## src/rtl/pci_ap_pkg.sv

```systemverilog
package pci_ap_pkg;
  typedef enum logic [2:0] {
    ST_IDLE,
    ST_ARB,
    ST_ADR1,
    ST_ADR2,
    ST_WAIT,
    ST_END
  } ap_state_e;

  localparam logic [3:0] CMD_DUAL_ADDR = 4'b1101;
endpackage

```

## src/rtl/pci_ap_req_reg.sv

```systemverilog
module pci_ap_req_reg #(
  parameter int AD_W = 32,
  parameter int CB_W = 4
) (
  input  logic              clk,
  input  logic              rst_n,
  input  logic              load,
  input  logic [2*AD_W-1:0] addr,
  input  logic [CB_W-1:0]   cmd,
  input  logic [CB_W-1:0]   be,
  input  logic              rd,
  input  logic              wide,
  output logic [AD_W-1:0]   lo_q,
  output logic [AD_W-1:0]   hi_q,
  output logic [CB_W-1:0]   cmd_q,
  output logic [CB_W-1:0]   be_q,
  output logic              rd_q,
  output logic              dual_q
);
  // A wide request only needs two address cycles if its upper half is nonzero
  logic dual_d;
  assign dual_d = wide && (addr[2*AD_W-1:AD_W] != '0);

  always_ff @(posedge clk or negedge rst_n) begin
    if (!rst_n) begin
      lo_q   <= '0;
      hi_q   <= '0;
      cmd_q  <= '0;
      be_q   <= '1;
      rd_q   <= 1'b0;
      dual_q <= 1'b0;
    end else if (load) begin
      lo_q   <= addr[AD_W-1:0];
      hi_q   <= addr[2*AD_W-1:AD_W];
      cmd_q  <= cmd;
      be_q   <= be;
      rd_q   <= rd;
      dual_q <= dual_d;
    end
  end
endmodule

```

## src/rtl/pci_ap_devsel_timer.sv

```systemverilog
module pci_ap_devsel_timer #(
  parameter int SINGLE_LAST = 4
) (
  input  logic clk,
  input  logic rst_n,
  input  logic start,
  input  logic run,
  input  logic dual,
  output logic last
);
  localparam int CW = $clog2(SINGLE_LAST + 3);
  localparam logic [CW-1:0] LIM_S = CW'(SINGLE_LAST);
  localparam logic [CW-1:0] LIM_D = CW'(SINGLE_LAST + 1);

  logic [CW-1:0] cyc;

  // cyc holds the number of the current cycle, counted from the first FRAME# low cycle
  always_ff @(posedge clk or negedge rst_n) begin
    if (!rst_n)     cyc <= '0;
    else if (start) cyc <= CW'(1);
    else if (run)   cyc <= cyc + CW'(1);
    else            cyc <= '0;
  end

  assign last = run && (cyc == (dual ? LIM_D : LIM_S));

  // the counter never runs past the end of the longer window
  p_window_bound_r7: assert property (@(posedge clk) disable iff (!rst_n)
    run |-> (cyc <= LIM_D));
endmodule

```

## src/rtl/pci_ap_bus_drive.sv

```systemverilog
module pci_ap_bus_drive
  import pci_ap_pkg::*;
#(
  parameter int AD_W = 32,
  parameter int CB_W = 4
) (
  input  ap_state_e        st,
  input  logic             dual,
  input  logic [AD_W-1:0]  lo,
  input  logic [AD_W-1:0]  hi,
  input  logic [CB_W-1:0]  cmd,
  input  logic [CB_W-1:0]  be,
  output logic [AD_W-1:0]  ad_o,
  output logic             ad_oe,
  output logic [CB_W-1:0]  cbe_o,
  output logic             cbe_oe,
  output logic             frame_n_o,
  output logic             irdy_n_o
);
  always_comb begin
    ad_o      = '0;
    ad_oe     = 1'b0;
    cbe_o     = '0;
    cbe_oe    = 1'b0;
    frame_n_o = 1'b1;
    irdy_n_o  = 1'b1;
    unique case (st)
      ST_ADR1: begin
        ad_o      = lo;
        ad_oe     = 1'b1;
        cbe_o     = dual ? CB_W'(CMD_DUAL_ADDR) : cmd;
        cbe_oe    = 1'b1;
        frame_n_o = 1'b0;
      end
      ST_ADR2: begin
        ad_o      = hi;
        ad_oe     = 1'b1;
        cbe_o     = cmd;
        cbe_oe    = 1'b1;
        frame_n_o = 1'b0;
      end
      ST_WAIT: begin
        cbe_o     = be;
        cbe_oe    = 1'b1;
        frame_n_o = 1'b0;
        irdy_n_o  = 1'b0;
      end
      ST_END: begin
        cbe_o     = be;
        cbe_oe    = 1'b1;
        irdy_n_o  = 1'b0;
      end
      default: ;
    endcase
  end
endmodule

```

## src/rtl/pci_addr_initiator.sv

```systemverilog
module pci_addr_initiator
  import pci_ap_pkg::*;
#(
  parameter int AD_W        = 32,
  parameter int CB_W        = 4,
  parameter int SINGLE_LAST = 4
) (
  input  logic              clk,
  input  logic              rst_n,
  input  logic              req_valid,
  output logic              req_ready,
  input  logic [2*AD_W-1:0] req_addr,
  input  logic [CB_W-1:0]   req_cmd,
  input  logic [CB_W-1:0]   req_be,
  input  logic              req_read,
  input  logic              req_wide,
  input  logic              gnt_n,
  input  logic              frame_in_n,
  input  logic              irdy_in_n,
  input  logic              devsel_n,
  output logic [AD_W-1:0]   ad_o,
  output logic              ad_oe,
  output logic [CB_W-1:0]   cbe_o,
  output logic              cbe_oe,
  output logic              frame_n_o,
  output logic              irdy_n_o,
  output logic              done,
  output logic              aborted,
  output logic [AD_W-1:0]   rd_data
);
  ap_state_e st, st_nx;
  logic [AD_W-1:0] lo_q, hi_q;
  logic [CB_W-1:0] cmd_q, be_q;
  logic rd_q, dual_q, abort_q, abort_d;
  logic accept, bus_free, claim_ok, claim, last, t_start, t_run;

  assign req_ready = (st == ST_IDLE);
  assign accept    = req_valid && req_ready;
  assign bus_free  = !gnt_n && frame_in_n && irdy_in_n;
  // In dual mode the first address cycle cannot be claimed: the window slides by one
  assign claim_ok  = (st == ST_ADR1 && !dual_q) || (st == ST_ADR2) || (st == ST_WAIT);
  assign claim     = claim_ok && !devsel_n;
  assign t_start   = (st == ST_ARB) && bus_free;
  assign t_run     = (st == ST_ADR1) || (st == ST_ADR2) || (st == ST_WAIT);

  pci_ap_req_reg #(.AD_W(AD_W), .CB_W(CB_W)) u_req (
    .clk(clk), .rst_n(rst_n), .load(accept),
    .addr(req_addr), .cmd(req_cmd), .be(req_be), .rd(req_read), .wide(req_wide),
    .lo_q(lo_q), .hi_q(hi_q), .cmd_q(cmd_q), .be_q(be_q), .rd_q(rd_q), .dual_q(dual_q)
  );

  pci_ap_devsel_timer #(.SINGLE_LAST(SINGLE_LAST)) u_tmr (
    .clk(clk), .rst_n(rst_n), .start(t_start), .run(t_run), .dual(dual_q), .last(last)
  );

  pci_ap_bus_drive #(.AD_W(AD_W), .CB_W(CB_W)) u_drv (
    .st(st), .dual(dual_q), .lo(lo_q), .hi(hi_q), .cmd(cmd_q), .be(be_q),
    .ad_o(ad_o), .ad_oe(ad_oe), .cbe_o(cbe_o), .cbe_oe(cbe_oe),
    .frame_n_o(frame_n_o), .irdy_n_o(irdy_n_o)
  );

  always_comb begin
    st_nx   = st;
    abort_d = abort_q;
    unique case (st)
      ST_IDLE: if (accept) st_nx = ST_ARB;
      ST_ARB:  if (bus_free) st_nx = ST_ADR1;
      ST_ADR1: begin
        if (claim) begin
          st_nx = ST_END; abort_d = 1'b0;
        end else if (dual_q) begin
          st_nx = ST_ADR2;
        end else if (last) begin
          st_nx = ST_END; abort_d = 1'b1;
        end else begin
          st_nx = ST_WAIT;
        end
      end
      ST_ADR2: begin
        if (claim) begin
          st_nx = ST_END; abort_d = 1'b0;
        end else if (last) begin
          st_nx = ST_END; abort_d = 1'b1;
        end else begin
          st_nx = ST_WAIT;
        end
      end
      ST_WAIT: begin
        if (claim) begin
          st_nx = ST_END; abort_d = 1'b0;
        end else if (last) begin
          st_nx = ST_END; abort_d = 1'b1;
        end
      end
      ST_END:  st_nx = ST_IDLE;
      default: st_nx = ST_IDLE;
    endcase
  end

  always_ff @(posedge clk or negedge rst_n) begin
    if (!rst_n) begin
      st      <= ST_IDLE;
      abort_q <= 1'b0;
    end else begin
      st      <= st_nx;
      abort_q <= abort_d;
    end
  end

  assign done    = (st == ST_END);
  assign aborted = done && abort_q;
  assign rd_data = (done && abort_q && rd_q) ? '1 : '0;

  // FRAME# falls only after an edge that saw grant and an idle bus
  p_start_gate_r2: assert property (@(posedge clk) disable iff (!rst_n)
    $fell(frame_n_o) |-> $past(!gnt_n && frame_in_n && irdy_in_n));

  // while ready, nothing is driven on the bus
  p_ready_quiet_r1: assert property (@(posedge clk) disable iff (!rst_n)
    req_ready |-> (frame_n_o && !ad_oe));

  // a single address cycle releases AD on the next cycle
  p_ad_release_r3: assert property (@(posedge clk) disable iff (!rst_n)
    (ad_oe && !frame_n_o && !dual_q && st == ST_ADR1) |=> !ad_oe);

  // the dual-address code never goes out with a zero upper half
  p_dual_upper_r5: assert property (@(posedge clk) disable iff (!rst_n)
    (st == ST_ADR1 && cbe_o == CB_W'(CMD_DUAL_ADDR) && cmd_q != CB_W'(CMD_DUAL_ADDR))
      |-> (hi_q != '0));

  // an abort means DEVSEL# was high at the deciding edge
  p_abort_quiet_r7: assert property (@(posedge clk) disable iff (!rst_n)
    aborted |-> $past(devsel_n));

  // the outcome pulse lasts one cycle, with FRAME# high
  p_done_pulse_r8: assert property (@(posedge clk) disable iff (!rst_n)
    done |-> (frame_n_o ##1 !done));
endmodule

```

## config.mk

```make
export PLATFORM = sky130hd
export DESIGN_NAME = pci_addr_initiator
export DESIGN_NICKNAME = d
export VERILOG_FILES = /design/src/rtl/pci_ap_pkg.sv /design/src/rtl/pci_ap_req_reg.sv /design/src/rtl/pci_ap_devsel_timer.sv /design/src/rtl/pci_ap_bus_drive.sv /design/src/rtl/pci_addr_initiator.sv
export SDC_FILE = /design/constraint.sdc
export NUM_CORES = 1
export LEC_CHECK = 0
export ABC_CLOCK_PERIOD_IN_PS = 2200
export BUFFER_PORTS_ARGS = -buffer_cell sky130_fd_sc_hd__buf_2
export CELL_PAD_IN_SITES_DETAIL_PLACEMENT = 1
export CELL_PAD_IN_SITES_GLOBAL_PLACEMENT = 1
export CORE_UTILIZATION = 39
export CTS_CLUSTER_SIZE = 20
export DETAILED_ROUTE_END_ITERATION = 7
export PLACE_DENSITY_LB_ADDON = 0.15
export SKIP_CTS_REPAIR_TIMING = 1
export SLEW_MARGIN = 20
export SYNTH_ARGS = -nofsm -noshare
export SYNTH_HDL_FRONTEND = slang
export SYNTH_HIERARCHICAL = 1
export SYNTH_SLANG_ARGS = --single-unit
```

## constraint.sdc

```tcl
create_clock -name clk -period 2.2 [get_ports clk]
set_input_delay 0.33 -clock clk [delete_from_list [all_inputs] [get_ports clk]]
set_output_delay 0.33 -clock clk [all_outputs]
set_load 0.05 [all_outputs]
```

==> impl_metrics.csv, run 1 <==
group,metric,value,unit
clock_tree,clk-insertion-delay-late,0.36,ns
global_route,grtUsageMet2,30.7,%
pwr,finalPower,7.28,mW
placed_design,dp_hpwl,7600,um
status,status,"finished clean",
critical_path,reg2reg_from,"st[0]",
sta,setup_viol,0,
placed_design,placed_area,0.00502,mm^2
route,finalWirelength,10600,um
floorplanning,coreArea,0.0108,mm^2
floorplanning,rows,38,
critical_path,crit_start,"st[0]",
synth,syn_nets,420,
synth,ys_async_sr_fraction,100,%
synth,synth_area_leaders,"dfrtp_1 (44%), mux2_4 (17%), mux2i_1 (7.3%)",
global_route,grt_pass1_vias,3134,
critical_path,cp-start-kind,"register",
critical_path,rr_endpoint,"st[0]",
route,wire_per_inst,17.1,um
sta,slew_headroom,63.6,%
sta,slew_violations,0,
sta,worstMarginPinSlew,0.546,ns
sta,hold_viol,0,
critical_path,critPathArrivalTime,1.82,ns
clock_tree,ctsRootBufferMaster,"clkbuf_8",
route,ant_nets,0,
global_route,grt_pass1_wl,16500,um
finish,final-seq-area,0.00203,mm^2
finish,diodes,0,
synth,synth_top_area_share,44.2,%
critical_path,crit_type,"reg -> out",
placed_design,io_buffers,155,
sta,fmax,0.466,GHz
route,drc,0,
global_route,grt_usage,19.0,%
finish,fillerInstances,1180,
floorplanning,die_h,108,um
global_route,use_met1,24.6,%
clock_tree,clk_pin_slew_worst_paths,0.08,ns
synth,synth_warnings,6,
synth,syn_inst,338,
synth,synth_edf_count,0,
sta,fin_crit_sh,97.5,%
clock_tree,cts_tree,"done",
route,num_vias,3044,
critical_path,cp-endpoint,"rd_data[3]",
min_path,holdPathStages,2,
synth,yosys.area.top_type,"dfrtp_1",
clock_tree,cts.sinks,81,
synth,synth_area,0.00436,mm^2
synth,ys_seq_area_share,46.6,%
route,drt-initial-drc-count,73,
finish,finalInstanceArea,0.00540,mm^2
global_route,use_met3,4.00,%
route,viasPerCell,4.92,
min_path,hold_class,"in -> reg",
global_route,grt_max_degree,42,
sta,finalClockSkew,0.00537,ns
global_route,gr-total-overflow,0,
placed_design,place_congestion,0.773,
critical_path,reg2regPathDepth,8,
synth,avgSynthCellArea,12.9,um^2
run,drv_cap,0,
finish,drive_above_1_share,58.5,%
critical_path,critical_path.max_fanout,8,
clock_tree,htree_levels,3,
global_route,grt_most_used_layer,"met2",
finish,multi_input_area,0.00190,mm^2
critical_path,r2r_setup_slack,0.17,ns
critical_path,crit_required,1.87,ns
pwr,power_density,1350,mW/mm^2
synth,ys.flop_type,"dfrtp_1",
floorplanning,die-area,0.0116,mm^2
synth,synth_seq_cells,81,
floorplanning,initial_core_util,40.2,%
pwr,irDropWorstVdd,0.482,mV
floorplanning,pin_count,156,
sta,rsz0062_at_grt,"true",
critical_path,cp-end-kind,"output pin",
clock_tree,clock_path_buffers,2,
finish,fin_util,49.8,%
clock_tree,cts_buffers,9,
global_route,antenna_found_initial,0,
pwr,power.leakage,2.78,nW
floorplanning,die_x,108,um
route,drt-pass1-iter-count,4,
synth,ys_types,45,
finish,syn2layout_area_growth,23.9,%
finish,fin_nets,557,
sta,period_minus_slack,2.15,ns
==> layout by cell type (no fill, tap or decap), types with 2 or more instances in the layout <==
cell type	synthesis	routed
mux2_2	25	25
clkbuf_8	0	10
buf_2	3	122
dfrtp_2	0	2
o22ai_1	3	3
and3_4	0	3
buf_4	31	16
nand4_1	2	2
a21oi_1	3	3
nand2_1	6	6
mux2_4	48	48
clkbuf_1	1	2
nor4_1	8	8
bufinv_16	0	2
dfstp_2	4	4
buf_12	3	4
inv_1	10	10
mux2i_1	32	32
nor3_2	1	2
dfrtp_1	77	75
nor2_1	41	40
clkbuf_4	0	29
==> per-stage QoR <==
stage / instances / hold WS (ns) / setup TNS (ns) / setup slack, ns
floorplan: 338 / 0.0344 / 0 / 0.00154
CTS: 610 / -0.0382 / -3.50 / -0.0842
global route: 619 / 0.192 / -0.162 / -0.0224
global placement: 595 / 0.365 / 0 / 0.278
detailed placement: 595 / 0.360 / 0 / 0.204
finish: 619 / 0.200 / 0 / 0.0539
==> state kept, by name (all words and copies together) (netlist names) <==
signal	cells
u_req/dual_q	1
u_req/hi_q	32
abort_q	1
u_req/cmd_q	4
u_req/rd_q	1
st	3
u_req/lo_q	32
u_req/be_q	4
u_tmr/cyc	3
==> routing by layer <==
layer / wire length, um / vias up
met3: 663 / 10
met4: 176 / 0
met1: 4630 / 1510
li1: - / 1407
met5: 0 / -
met2: 5140 / 117
==> cell families after synthesis <==
| kind of cell | after synthesis | synth area share (%) |
|---|---|---|
| buffers and inverters | 60 | 10.9 |
| adders and majority gates | 1 | 0.287 |
| AOI/OAI and AO/OA | 15 | 2.87 |
| xor gates and xnor gates | 2 | 0.402 |
| and+or+nand+nor | 74 | 8.53 |
| muxes | 105 | 30.3 |
| DFF | 81 | 46.6 |
==> cell type report <==
type / count / share of cell area, %
Multi-Input combinational cell: 200 / 35.2
Inverter: 11 / 0.765
Sequential cell: 81 / 37.7
Tap cell: 140 / 3.24
Clock inverter: 3 / 1.21
Timing Repair Buffer: 172 / 19.2
Clock buffer: 12 / 2.69
==> synthesized netlist by cell type, types with 2 or more instances <==
master   instances
and2_1           2
mux2_2          25
nand4_1          2
buf_4           31
mux2i_1         32
buf_6           11
buf_12           3
buf_2            3
nor3_1           2
nor2_1          41
mux2_4          48
a21oi_1          3
nor4_1           8
o22ai_1          3
dfrtp_1         77
inv_1           10
nand2_1          6
dfstp_2          4
==> worst min path at each step <==
stage / startpoint / to / slack, ns
floorplan: rst_n / abort_q / 0.03
global placement: rst_n / u_req/lo_q[12] / 0.36
detailed placement: rst_n / u_req/lo_q[12] / 0.36
CTS: rst_n / u_req/lo_q[12] / -0.04
global route: req_addr[1] / u_req/lo_q[1] / 0.19
finish: req_addr[15] / u_req/lo_q[15] / 0.20
==> power by group <==
group,internal (mW),total [mW],switching (mW)
clock network,0.664,1.20,0.538
logic,1.72,3.34,1.62
registers,2.26,2.74,0.481
total,4.64,7.28,2.64
==> worst max-delay path, stage by stage (launching register included) <==
cell	delay (ns)
dfrtp_2	0.43
buf_4	0.19
nand2_1	0.11
nor2_4	0.20
and3_2	0.28
clkbuf_4	0.25
Power figures use the tool's default switching activity.
==> inputs of run 2 (changes only) <==
Settings changed: ABC_CLOCK_PERIOD_IN_PS 2200 to 1750, CORE_UTILIZATION 39 to 35.
Clock period 2.2 ns to 1.75 ns, I/O delays scaled along.
==> run 2 against run 1 <==
  * The flow now finishes with violations (negative setup slack)
  * First-iteration DRC count up 16%
  * Hold slack worse by 0.062 ns
  * Setup slack worse by 0.24 ns
  * Largest cell class is now multi-input gates
==> impl_metrics.csv, run 2 (synthesis results as in run 1) <==
group,metric,value,unit
status,status,"finished with violations",
status,violations,"negative setup slack",
clock_tree,cts_buffers,9,
pwr,irDropWorstVdd,0.754,mV
finish,final_common_cell,"buf_2",
route,drt-pass1-iter-count,4,
finish,instances_no_fill,677,
finish,fillerInstances,1189,
pwr,power_density,1700,mW/mm^2
finish,most-common-layout-cells,"buf_2 (79), dfrtp_1 (75), mux2_4 (62)",
sta,period_minus_slack,1.94,ns
pwr,swShare,35.8,%
finish,drive_above_1_share,71.5,%
route,finalWirelength,12500,um
clock_tree,cts_tree,"done",
critical_path,reg2regPathDepth,7,
pwr,finalPower,11.4,mW
clock_tree,ctsRootBufferMaster,"clkbuf_16",
finish,syn2layout_area_growth,53.3,%
route,num_vias,3228,
min_path,hold_class,"in -> reg",
clock_tree,clk-insertion-delay-late,0.35,ns
sta,hold_viol,0,
clock_tree,cts.sinks,81,
sta,worstMarginPinSlew,0.490,ns
pwr,p_int,7.30,mW
sta,setup_slack,-0.187,ns
pwr,p_comb_share,51.5,%
critical_path,slowest_stage,"dfrtp_2",
route,drc,0,
critical_path,worstPathCellList,"clkbuf_16 > buf_6 > nor3_4 > and2_4 > buf_4 > buf_12 > mux2_2",
floorplanning,die-area,0.0129,mm^2
route,drt-initial-drc-count,85,
critical_path,crit_required,1.98,ns
route,ant_nets,0,
sta,finalClockSkew,0.00660,ns
finish,diodes,0,
global_route,grt_usage,17.1,%
clock_tree,clock_path_buffers,2,
critical_path,cp-end-kind,"register",
clock_tree,clk_pin_slew_worst_paths,0.07,ns
finish,top_regs,"u_req/hi_q (32), u_req/lo_q (32)",
critical_path,reg2reg_from,"st[0]",
floorplanning,die_h,114,um
sta,slew_violations,0,
global_route,grt_pass1_wl,16800,um
sta,fin_crit_sh,111,%
route,viasPerCell,4.77,
floorplanning,rows,40,
pwr,seqPwrFrac,30.7,%
placed_design,io_buffers,155,
run,drv_cap,0,
pwr,pwr-share-clk,17.8,%
pwr,p_sw,4.07,mW
global_route,antenna_found_initial,0,
global_route,gr-total-overflow,0,
sta,setup_viol,135,
global_route,grt_pass1_vias,3158,
sta,fmax,0.516,GHz
critical_path,r2r_setup_slack,-0.19,ns
min_path,min_from,"req_addr[5]",
sta,slew_headroom,67.2,%
critical_path,cp-start-kind,"register",
placed_design,dp_cells,637,
floorplanning,coreArea,0.0121,mm^2
critical_path,max_stage_delay,0.45,ns
global_route,grt_max_degree,33,
floorplanning,initial_core_util,36.1,%
sta,rsz0062_at_grt,"true",
placed_design,dp_hpwl,7830,um
placed_design,place_congestion,0.787,
floorplanning,pin_count,156,
critical_path,critPathArrivalTime,2.16,ns
critical_path,critical_path.max_fanout,13,
floorplanning,die_x,114,um
min_path,hold_end,"u_req/lo_q[5]",
min_path,holdPathStages,2,
critical_path,crit_type,"reg -> reg",
finish,fin_nets,586,
clock_tree,htree_levels,3,
critical_path,rr_endpoint,"u_req/cmd_q[1]",
pwr,power.leakage,3.17,nW
route,wire_per_inst,18.5,um
==> run 2: changes by cell type in the layout (fill, tap and decap cells not counted), sizes merged <==
cell,delta
buf,+48
clkinvlp,+1
inv,-1
clkinv,+3
clkbuf,-21
==> run 2: worst max path at each step <==
| stage | startpoint | to | depth (start not counted) |
|---|---|---|---|
| after floorplan | st[1] | rd_data[10] | 4 |
| after global placement | st[0] | st[0] | 7 |
| after detailed placement | st[0] | st[0] | 7 |
| after CTS | st[0] | rd_data[12] | 5 |
| after global routing | st[0] | st[0] | 7 |
| final | st[0] | u_req/cmd_q[1] | 7 |
==> run 2: worst max-delay path: cells and delay by family (launching register included) <==
kind	cells	cell delay (ns)
buf+inv	4	0.57
flops	1	0.45
mux	1	0.35
simple gates	2	0.44
==> run 2: area by class of cell <==
cell class | count | area (um^2) | share of cell area, %
Clock buffer | 10 | 229 | 3.43
Clock inverter | 6 | 82.6 | 1.24
Inverter | 11 | 53.8 | 0.805
Multi-Input combinational cell | 200 | 2220 | 33.2
Sequential cell | 81 | 2030 | 30.4
Tap cell | 168 | 210 | 3.15
Timing Repair Buffer | 201 | 1850 | 27.7
==> run 2: power by group through the flow <==
stage	sequential, mW	combinational, mW	clock, mW
2_1_floorplan	3.26	3.81	0
3_3_place_gp	3.37	4.43	0
3_5_place_dp	3.41	4.51	0
4_1_cts	3.38	4.52	2.08
5_1_grt	3.63	6.19	2.15
6_report	3.50	5.86	2.02
==> run 2: routing by layer <==
metal	vias to the layer above	share of wire, %	global-route usage [%]
li1	1485	-	-
met1	1600	41	21.9
met2	122	50	26.4
met3	21	6.0	5.26
met4	0	2.2	8.25
met5	-	0	0
==> run 2: per-stage QoR <==
stage | hold slack [ns] | setup TNS, ns | util (%) | instance area [um^2] | worst slack, ns
detailed placement | 0.209 | 0 | 43.8 | 5290 | 0.00911
floorplan | -0.0331 | -19.68 | - | 4550 | -0.217
finish | 0.138 | -17.38 | 55.4 | 6680 | -0.187
global route | 0.135 | -25.45 | 55.4 | 6680 | -0.267
CTS | -0.162 | -21.18 | 46.4 | 5600 | -0.334
global placement | 0.216 | 0 | 43.8 | 5290 | 0.0434
